## src/rtl/spx_pkg.sv

```systemverilog
package spx_pkg;
   typedef enum logic [2:0] {
      ST_IDLE,
      ST_PRE,
      ST_FETCH,
      ST_RUN,
      ST_RXOUT,
      ST_TAIL
   } spx_state_e;

   typedef struct packed {
      logic cpol;
      logic cpha;
      logic dc;
   } spx_mode_t;
endpackage

```

## src/rtl/spx_tick.sv

```systemverilog
module spx_tick #(
   parameter int DIV_W = 8
) (
   input  logic             clk,
   input  logic             rst_n,
   input  logic             restart,
   input  logic             run,
   input  logic [DIV_W-1:0] half,
   output logic             tick
);
   logic [DIV_W-1:0] cnt_q;

   assign tick = run && (cnt_q == '0);

   always_ff @(posedge clk or negedge rst_n) begin
      if (!rst_n) begin
         cnt_q <= '0;
      end else if (restart) begin
         cnt_q <= half - 1'b1;
      end else if (run) begin
         cnt_q <= (cnt_q == '0) ? half - 1'b1 : cnt_q - 1'b1;
      end
   end
endmodule

```

## src/rtl/spx_shift.sv

```systemverilog
module spx_shift #(
   parameter int BYTE_W = 8
) (
   input  logic              clk,
   input  logic              rst_n,
   input  logic              load,
   input  logic [BYTE_W-1:0] load_val,
   input  logic              launch,
   input  logic              sample,
   input  logic              miso,
   output logic              mosi,
   output logic [BYTE_W-1:0] rx_byte
);
   logic [BYTE_W-1:0] txs_q;
   logic [BYTE_W-1:0] rxs_q;

   assign mosi    = txs_q[BYTE_W-1];
   assign rx_byte = rxs_q;

   always_ff @(posedge clk or negedge rst_n) begin
      if (!rst_n) begin
         txs_q <= '0;
         rxs_q <= '0;
      end else begin
         if (load) begin
            txs_q <= load_val;
         end else if (launch) begin
            txs_q <= {txs_q[BYTE_W-2:0], 1'b0};
         end
         if (sample) begin
            rxs_q <= {rxs_q[BYTE_W-2:0], miso};
         end
      end
   end
endmodule

```

## src/rtl/spx_sel.sv

```systemverilog
module spx_sel #(
   parameter int N_SLV = 4,
   parameter int SEL_W = 2
) (
   input  logic             active,
   input  logic [SEL_W-1:0] slave,
   output logic [N_SLV-1:0] cs_n
);
   for (genvar i = 0; i < N_SLV; i++) begin : g_sel
      assign cs_n[i] = !(active && (slave == SEL_W'(i)));
   end
endmodule

```

## src/rtl/spi_xfer_master.sv

```systemverilog
module spi_xfer_master #(
   parameter int N_SLV  = 4,
   parameter int DIV_W  = 8,
   parameter int LEN_W  = 4,
   parameter int BYTE_W = 8,
   localparam int SEL_W = (N_SLV > 1) ? $clog2(N_SLV) : 1
) (
   input  logic              clk,
   input  logic              rst_n,
   input  logic              cmd_valid,
   output logic              cmd_ready,
   input  logic [SEL_W-1:0]  cmd_slave,
   input  logic [LEN_W-1:0]  cmd_len,
   input  logic              cmd_cpol,
   input  logic              cmd_cpha,
   input  logic              cmd_dc,
   input  logic [DIV_W-1:0]  cmd_div,
   input  logic              tx_valid,
   output logic              tx_ready,
   input  logic [BYTE_W-1:0] tx_data,
   output logic              rx_valid,
   input  logic              rx_ready,
   output logic [BYTE_W-1:0] rx_data,
   output logic              sck,
   output logic              mosi,
   input  logic              miso,
   output logic [N_SLV-1:0]  cs_n,
   output logic              dc
);
   import spx_pkg::*;

   localparam int EDGE_W = $clog2(2 * BYTE_W);
   localparam logic [EDGE_W-1:0] LAST_E = EDGE_W'(2 * BYTE_W - 1);

   if (BYTE_W < 2) begin : g_bad_byte
      $error("BYTE_W must be at least 2");
   end
   if (N_SLV < 1) begin : g_bad_slv
      $error("N_SLV must be at least 1");
   end
   if (DIV_W < 1 || LEN_W < 1) begin : g_bad_width
      $error("DIV_W and LEN_W must be at least 1");
   end

   spx_state_e        st_q;
   spx_mode_t         mode_q;
   logic [SEL_W-1:0]  slave_q;
   logic [DIV_W-1:0]  div_q;
   logic [LEN_W-1:0]  left_q;
   logic [EDGE_W-1:0] edge_q;
   logic              sck_q;

   logic [DIV_W-1:0]  cmd_half;
   logic [DIV_W-1:0]  half;
   logic              restart;
   logic              run;
   logic              tick;
   logic              active;
   logic              first_edge;
   logic              do_launch;
   logic              do_sample;
   logic              take_cmd;
   logic              take_tx;
   logic              take_rx;

   assign cmd_ready = (st_q == ST_IDLE);
   assign tx_ready  = (st_q == ST_FETCH);
   assign rx_valid  = (st_q == ST_RXOUT);
   assign sck       = sck_q;
   assign dc        = mode_q.dc;

   assign take_cmd = cmd_valid && cmd_ready;
   assign take_tx  = tx_valid && tx_ready;
   assign take_rx  = rx_valid && rx_ready;

   assign cmd_half = (cmd_div == '0) ? DIV_W'(1) : cmd_div;
   assign half     = (st_q == ST_IDLE) ? cmd_half : div_q;
   assign restart  = take_cmd || take_tx || (take_rx && (left_q == '0));
   assign run      = (st_q == ST_PRE) || (st_q == ST_RUN) || (st_q == ST_TAIL);
   assign active   = (st_q == ST_FETCH) || (st_q == ST_RUN) ||
                     (st_q == ST_RXOUT) || (st_q == ST_TAIL);

   // Even edge index is the leading edge of a bit.
   assign first_edge = !edge_q[0];
   assign do_sample  = tick && (st_q == ST_RUN) && (first_edge ^ mode_q.cpha);
   assign do_launch  = tick && (st_q == ST_RUN) && (first_edge == mode_q.cpha) &&
                       (edge_q != '0);

   spx_tick #(.DIV_W(DIV_W)) u_tick (
      .clk     (clk),
      .rst_n   (rst_n),
      .restart (restart),
      .run     (run),
      .half    (half),
      .tick    (tick)
   );

   spx_shift #(.BYTE_W(BYTE_W)) u_shift (
      .clk      (clk),
      .rst_n    (rst_n),
      .load     (take_tx),
      .load_val (tx_data),
      .launch   (do_launch),
      .sample   (do_sample),
      .miso     (miso),
      .mosi     (mosi),
      .rx_byte  (rx_data)
   );

   spx_sel #(.N_SLV(N_SLV), .SEL_W(SEL_W)) u_sel (
      .active (active),
      .slave  (slave_q),
      .cs_n   (cs_n)
   );

   always_ff @(posedge clk or negedge rst_n) begin
      if (!rst_n) begin
         st_q    <= ST_IDLE;
         mode_q  <= '0;
         slave_q <= '0;
         div_q   <= DIV_W'(1);
         left_q  <= '0;
         edge_q  <= '0;
         sck_q   <= 1'b0;
      end else begin
         case (st_q)
            ST_IDLE: begin
               if (take_cmd) begin
                  mode_q  <= '{cpol: cmd_cpol, cpha: cmd_cpha, dc: cmd_dc};
                  slave_q <= cmd_slave;
                  div_q   <= cmd_half;
                  left_q  <= cmd_len;
                  sck_q   <= cmd_cpol;
                  st_q    <= ST_PRE;
               end
            end
            ST_PRE: begin
               if (tick) st_q <= ST_FETCH;
            end
            ST_FETCH: begin
               if (take_tx) begin
                  edge_q <= '0;
                  st_q   <= ST_RUN;
               end
            end
            ST_RUN: begin
               if (tick) begin
                  sck_q  <= !sck_q;
                  edge_q <= edge_q + 1'b1;
                  if (edge_q == LAST_E) st_q <= ST_RXOUT;
               end
            end
            ST_RXOUT: begin
               if (take_rx) begin
                  if (left_q == '0) begin
                     st_q <= ST_TAIL;
                  end else begin
                     left_q <= left_q - 1'b1;
                     st_q   <= ST_FETCH;
                  end
               end
            end
            ST_TAIL: begin
               if (tick) st_q <= ST_IDLE;
            end
            default: st_q <= ST_IDLE;
         endcase
      end
   end
endmodule

```

## config.mk

```make
export PLATFORM = sky130hd
export DESIGN_NAME = spi_xfer_master
export DESIGN_NICKNAME = d
export VERILOG_FILES = /design/src/rtl/spx_pkg.sv /design/src/rtl/spx_tick.sv /design/src/rtl/spx_shift.sv /design/src/rtl/spx_sel.sv /design/src/rtl/spi_xfer_master.sv
export SDC_FILE = /design/constraint.sdc
export NUM_CORES = 1
export LEC_CHECK = 0
export ABC_CLOCK_PERIOD_IN_PS = 2810
export CORE_ASPECT_RATIO = 1.4
export CORE_MARGIN = 5
export CORE_UTILIZATION = 53
export CTS_BUF_LIST = sky130_fd_sc_hd__clkbuf_16
export CTS_CLUSTER_DIAMETER = 40
export CTS_CLUSTER_SIZE = 30
export DETAILED_ROUTE_END_ITERATION = 6
export PLACE_DENSITY_LB_ADDON = 0.05
export RECOVER_POWER = 100
export REMOVE_ABC_BUFFERS = 1
export SKIP_CTS_REPAIR_TIMING = 1
export SYNTH_ARGS = -nofsm -noshare
export SYNTH_HDL_FRONTEND = slang
export SYNTH_HIERARCHICAL = 1
export SYNTH_SLANG_ARGS = --single-unit
```

## constraint.sdc

```tcl
create_clock -name clk -period 2.81 [get_ports clk]
set_clock_uncertainty 0.1 [all_clocks]
set_input_delay 0.7025 -clock clk [delete_from_list [all_inputs] [get_ports clk]]
set_output_delay 0.7025 -clock clk [all_outputs]
set_load 0.1 [all_outputs]
```

==> flow_summary.toml, run 1 <==
[sta]
max_freq_mhz = 384
rsz0062_at_grt = "false"
timing.final.ws_setup_ns = 0.208
timing.final.crit_share = 0.926
tns_ns = 0
min_period_ns = 2.60
relSlewSlack = 0.147
finalHoldViolations = 0
setup_viol = 0
worst_pin_slew_ns = 1.28
maxSlewViolCount = 0

[die]
die_w_um = 71.2
core_area_um2 = 5120
start_util = 0.543
die-height_um = 95.7
io_pins = 49
rows = 31
dieArea_um2 = 6810

[hold_path]
hold_class = "reg -> reg"
holdPathStages = 2
holdPathEnd = "div_q[2]$_DFFE_PN0P_"
hold_start = "div_q[2]$_DFFE_PN0P_"

[logic_synthesis]
netlist_area_um2 = 2780
synth_top_area_cell = "dfrtp_1"
synth.mux.area_fraction = 0.108
ys.flop_type = "dfrtp_1"
syn_inst = 289
yosys-top-cells-count = "nand2_1, dfrtp_1, nor2_1"
synth_seq_area_share = 0.433
synth_adder_area_share = 0.0270
synth_simple_gate_area_share = 0.246
synth_top_family_by_area = "simple AND/OR/NAND/NOR gates"
synth.distinct_cells = 60
yosysMostFrequentCell = "nand2_1"
synthXorXnorAreaFrac = 0.0284
synth_edf_count = 0
synth_top_area_share = 0.423
post_synth.cell_area_avg_um2 = 9.62
synth_compound_area_frac = 0.104
synthArstFlopShare = 1.00
synth_area_leaders = "dfrtp_1, nand2_1, mux2_4"
yosysWarnings = 6
synth-seq-cells = 48

[placement]
post-place-ws_ns = -0.0753
dpl_cell_area_um2 = 3470
dp_hpwl_um = 4830
port_buffers = 48
gp_congestion = 0.872

[power_and_ir_drop]
power-per-cell-area_nw_per_um2 = 1020
combPwrFrac = 0.496
irDropWorstVdd_v = 0.000611
p_sw_frac = 0.432
p_int_mw = 2.01
switching_power_mw = 1.52
seq_power_share = 0.336
p_leak_nw = 1.52
p_clk_frac = 0.168

[grt]
overflow = 0
met1_usage = 0.221
track_usage = 0.199
antenna_found_initial = 0
grt_pass1_vias = 2361
grt_pass1_wl_um = 10700
use_met2 = 0.372
grt_max_degree = 27
grtUsageMet3 = 0.0338
busiest_layer = "met2"

[drt]
vias = 2357
via_per_inst = 5.53
routed_wl_um = 6400
postRouteAntennaNets = 0
drt_iter0_markers = 135
drc_errors = 0
drt_pass1_iterations = 5
avgRoutedWirePerCell_um = 15.0

[setup_path]
r2r-start = "u_tick/cnt_q[0]$_DFFE_PN0P_"
crit_type = "in -> reg"
arrival_ns = 2.68
worstSetupPathDepth = 10
crit_top_cell = "a21oi_1"
critPathLaunchType = "input pin"
crit_chain = "clkdlybuf4s50_1 > nor4_1 > a21oi_1 > a21oi_1 > inv_1 > ha_1 > nor3b_1 > xnor2_1 > nand2_1 > a32o_1"
rr_worst_depth = 8
path_delay_family = "compound AO/OA/AOI/OAI gates"
timing.rr.end = "u_shift/rx_byte[0]$_DFFE_PN0P_"
crit_path_start = "cmd_div[4]"
cp.required_ns = 2.89
crit_buf_inv = 2
end_kind = "flop"
cp_slowest_stage_delay_ns = 0.43
r2r_slack_ns = 0.21
cp_max_fo = 3
slowest_stage = "clkdlybuf4s50_1"

[final_layout]
nFillCells = 483
final_nets = 396
fin_area_um2 = 3480
areaGrowthSynthToFinish_pct = 25.1
antennaDiodeCount = 0
drive_gt1_frac = 0.164

[clock_network]
root_buffer = "clkbuf_16"
clk_pin_slew_ns = 0.07
cts_tree = "yes"
cts_buffer_depth = 2
clk_latency_ns = 0.29
numClockSinks = 48
numCtsBuffers = 5
htreeDepth = 2

[outcome]
run_status = "finished clean"

[flow_run]
maxCapViolCount = 0
## kinds of logic (layout without fill, tap and decap cells)
logic type	count (synthesis)	in the layout
and+or+nand+nor	131	131
DFF	48	48
AOI/OAI and AO/OA	44	44
buffers and inverters	26	97
muxes	25	25
xor gates and xnor gates	9	9
adders and majority gates	6	6
## layout make-up
type                    count  area (um^2)  area share
clock inverters             3         23.8     0.00684
clock buffers               5          125      0.0360
flip-flops and latches     48         1200       0.346
multi-input cells         215         1400       0.401
inverters                  13         48.8      0.0140
repair buffers             76          598       0.172
well taps                  66         82.6      0.0238
## state kept, by name, indices dropped and copies added, names as in the netlist
register         cells
u_shift/rx_byte      8
edge_q               4
st_q                 3
div_q                8
mode_q               1
sck                  1
slave_q              2
u_tick/cnt_q         8
left_q               4
dc                   1
u_shift/txs_q        8
## placed cells by master, fill, tap and decap left out, drive strengths merged, types with 13 or more instances in the layout
master         synthesis  routed
buf                   12      24
mux2                  16      16
dfrtp                 47      47
clkdlybuf4s50          0      28
o21ai                 18      18
nand2                 58      58
nor2                  19      19
nor3                  14      14
clkbuf                 1      28
inv                   13      13
## per-layer routing
metal,wire length (um),vias up
met5,0,-
met4,176,0
met3,290,20
met2,3490,66
met1,2440,1129
li1,-,1142
## how the worst max path moves through the flow
stage                                     end  slack (ns)
2_1_floorplan     u_tick/cnt_q[6]$_DFFE_PN0P_       -1.33
3_3_place_gp      u_tick/cnt_q[4]$_DFFE_PN0P_       -0.06
3_5_place_dp      u_tick/cnt_q[4]$_DFFE_PN0P_       -0.08
4_1_cts           u_tick/cnt_q[4]$_DFFE_PN0P_        0.22
5_1_grt        u_shift/rx_byte[0]$_DFFE_PN0P_        0.02
6_report          u_tick/cnt_q[4]$_DFFE_PN0P_        0.21
## worst reg2reg max path, stage by stage (launching register included)
cell and delay (ns):
dfrtp_1 0.39, inv_1 0.11, ha_1 0.15, nor3b_1 0.36, and3_1 0.31, and4b_1 0.30
and2_1 0.16, clkbuf_2 0.24, mux2_1 0.36
## power by group through the flow
stage | registers [mW] | clock network, mW | logic [mW]
after floorplan | 1.33 | 0 | 1.09
after global placement | 1.19 | 0 | 1.79
after detailed placement | 1.20 | 0 | 1.83
after CTS | 1.19 | 0.603 | 1.84
after global routing | 1.23 | 0.629 | 1.93
final | 1.19 | 0.593 | 1.75
## metrics by stage
step                std cells  total power, mW   util  hold WS [ns]
detailed placement        418             3.03  0.677         0.366
CTS                       426             3.63  0.706         0.324
global placement          418             2.98  0.677         0.356
global route              426             3.79  0.679         0.405
finish                    426             3.53  0.679         0.375
floorplan                 276             2.42      -         0.307
Power figures use the tool's default switching activity.
==> run 2, diff against run 1 <==
Settings changed: TNS_END_PERCENT set to 100.
==> results of run 2 <==
Same layout as run 1: the final DEF is identical, and so are final timing and power.
==> run 3, diff against run 2 <==
Settings changed: ABC_AREA set to 1, CORE_UTILIZATION 53 to 54.
==> run 3 against run 2 <==
Effect of this change: critical path depth fell by 3; non-clock buffer count fell by 21; global-route usage fell by 0.10 points; die area rose by 4.5%; largest power group unchanged; critical endpoint is now cs_n[2].
==> flow_summary.toml, run 3 <==
[drt]
via_per_inst = 5.13
met3WireLength_um = 172
avgRoutedWirePerCell_um = 12.6
routed_wl_um = 6700
drt_pass1_iterations = 4
routed.top_layer = "met4"
drt_iter0_markers = 127
vias = 2731
drc_errors = 0
met1Wirelength_um = 2660
dr_wl_met2_um = 3740
postRouteAntennaNets = 0

[logic_synthesis]
synthXorXnorAreaFrac = 0.0147
synth_compound_area_frac = 0.0908
yosysMostFrequentCell = "nand2_1"
yosysWarnings = 6
synth.mux.area_fraction = 0
synth_area_leaders = "dfrtp_1, nand2_1, nand3_1"
syn_inst = 408
synth_edf_count = 0
synthArstFlopShare = 1.00
netlist_area_um2 = 2980
synth_top_area_share = 0.395
yosys-top-cells-count = "nand2_1, nand3_1, inv_1"
synth_seq_area_share = 0.404
synth-seq-cells = 48
synth_adder_area_share = 0.0252
synth.distinct_cells = 29
synth_top_family_by_area = "simple AND/OR/NAND/NOR gates"
synth_simple_gate_area_share = 0.368
synth_top_area_cell = "dfrtp_1"
post_synth.cell_area_avg_um2 = 7.30
ys.flop_type = "dfrtp_1"

[die]
core_area_um2 = 5450
io_pins = 49
rows = 32
start_util = 0.547
dieArea_um2 = 7120
die-height_um = 97.9
die_w_um = 72.8

[sta]
finalHoldViolations = 0
timing.final.crit_share = 0.912
relSlewSlack = 0.176
rsz0062_at_grt = "false"
min_period_ns = 2.56
setup_viol = 0
maxSlewViolCount = 0
tns_ns = 0
worst_pin_slew_ns = 1.24
max_freq_mhz = 390
hold-worst-slack_ns = 0.205

[placement]
port_buffers = 48
gp_congestion = 0.827
dp_hpwl_um = 5200
dpl_cell_area_um2 = 3570

[setup_path]
rr_worst_depth = 10
cp_max_fo = 10
crit_chain = "nor2_4 > nand2_2 > inv_2 > nor2_1 > nand2_1 > nand3_1 > buf_6"
arrival_ns = 1.76
timing.rr.end = "u_tick/cnt_q[3]$_DFFE_PN0P_"
crit_type = "reg -> out"
r2r_slack_ns = 0.38
cp.required_ns = 2.01
end_kind = "output port"
r2r-start = "st_q[2]$_DFFE_PN0P_"
slowest_stage = "dfrtp_1"
critPathLaunchType = "flop"
cp_slowest_stage_delay_ns = 0.45

[clock_network]
clk_latency_ns = 0.29
numClockSinks = 48
numCtsBuffers = 5
clk_pin_slew_ns = 0.06
cts_tree = "yes"
root_buffer = "clkbuf_16"
cts_buffer_depth = 2
htreeDepth = 2

[grt]
overflow = 0
grt_max_degree = 22
track_usage = 0.198
grt_pass1_vias = 2679
grt_pass1_wl_um = 11500
antenna_found_initial = 0

[power_and_ir_drop]
switching_power_mw = 2.05
combPwrFrac = 0.544
p_clk_frac = 0.144
irDropWorstVdd_v = 0.000849
power-per-cell-area_nw_per_um2 = 1140
p_int_mw = 1.99
seq_power_share = 0.312
p_sw_frac = 0.507
power.total_mw = 4.03
p_leak_nw = 1.81

[final_layout]
multi_input_area_um2 = 1410
final_util = 0.652
final_cell_mix = "nand2_1, nand3_1, inv_1, dfrtp_1, o21ai_0"
fin_area_um2 = 3550
nFillCells = 522
layout_commonest_cell = "nand2_1"
antennaDiodeCount = 0
areaGrowthSynthToFinish_pct = 19.2
final_nets = 500
drive_gt1_frac = 0.0819
final-seq-area_um2 = 1200

[hold_path]
hold_class = "in -> async"

[flow_run]
maxCapViolCount = 0

[outcome]
run_status = "finished clean"
-- run 3: metal layers --
layer	GRT usage	up-vias
met3	0.0288	11
li1	-	1394
met2	0.363	32
met1	0.228	1294
met4	0.0682	0
met5	0	-
-- run 3: stage by stage --
stage	cells	setup WS, ns
global placement	524	0.214
global route	532	0.0534
detailed placement	524	0.136
CTS	532	0.191
finish	532	0.248
floorplan	401	-0.0565
-- run 3: worst max-delay path by stage --
stage                             start                           to  slack [ns]  depth (start not counted)
finish              st_q[1]$_DFFE_PN0P_                      cs_n[2]        0.25                          7
CTS                 st_q[1]$_DFFE_PN0P_                      cs_n[2]        0.19                          7
detailed placement           cmd_div[7]  u_tick/cnt_q[6]$_DFFE_PN0P_        0.14                         15
global placement             cmd_div[7]  u_tick/cnt_q[6]$_DFFE_PN0P_        0.21                         15
floorplan           st_q[1]$_DFFE_PN0P_                      cs_n[1]       -0.06                          6
global route                  cmd_valid  u_tick/cnt_q[3]$_DFFE_PN0P_        0.05                         10
-- run 3: area by class of cell --
cell class,count,area share
clock buffers,5,0.0352
clock inverters,3,0.00529
inverters,57,0.0641
multi-input cells,296,0.397
flip-flops and latches,48,0.339
well taps,68,0.0240
repair buffers,55,0.136
-- run 3: worst max-delay path: cells and delay by family, from the launching register on --
| kind | cells | cell delay [ns] |
|---|---|---|
| flip-flops | 1 | 0.45 |
| buffers and inverters | 2 | 0.36 |
| AND/OR/NAND/NOR | 5 | 0.67 |
-- run 3: power by group through the flow --
stage	sequential, mW	combinational (mW)	clock (mW)
floorplan	1.61	1.38	0
global placement	1.25	2.28	0
detailed placement	1.26	2.33	0
CTS	1.26	2.34	0.607
global route	1.30	2.44	0.623
finish	1.26	2.19	0.582
-- run 3: kinds of logic (layout without fill, tap and decap cells) --
logic type / after synthesis / after routing
and+or+nand+nor: 240 / 240
buffers and inverters: 64 / 120
DFF: 48 / 48
AOI/OAI and AO/OA: 45 / 45
adders and majority gates: 6 / 6
xor gates and xnor gates: 5 / 5
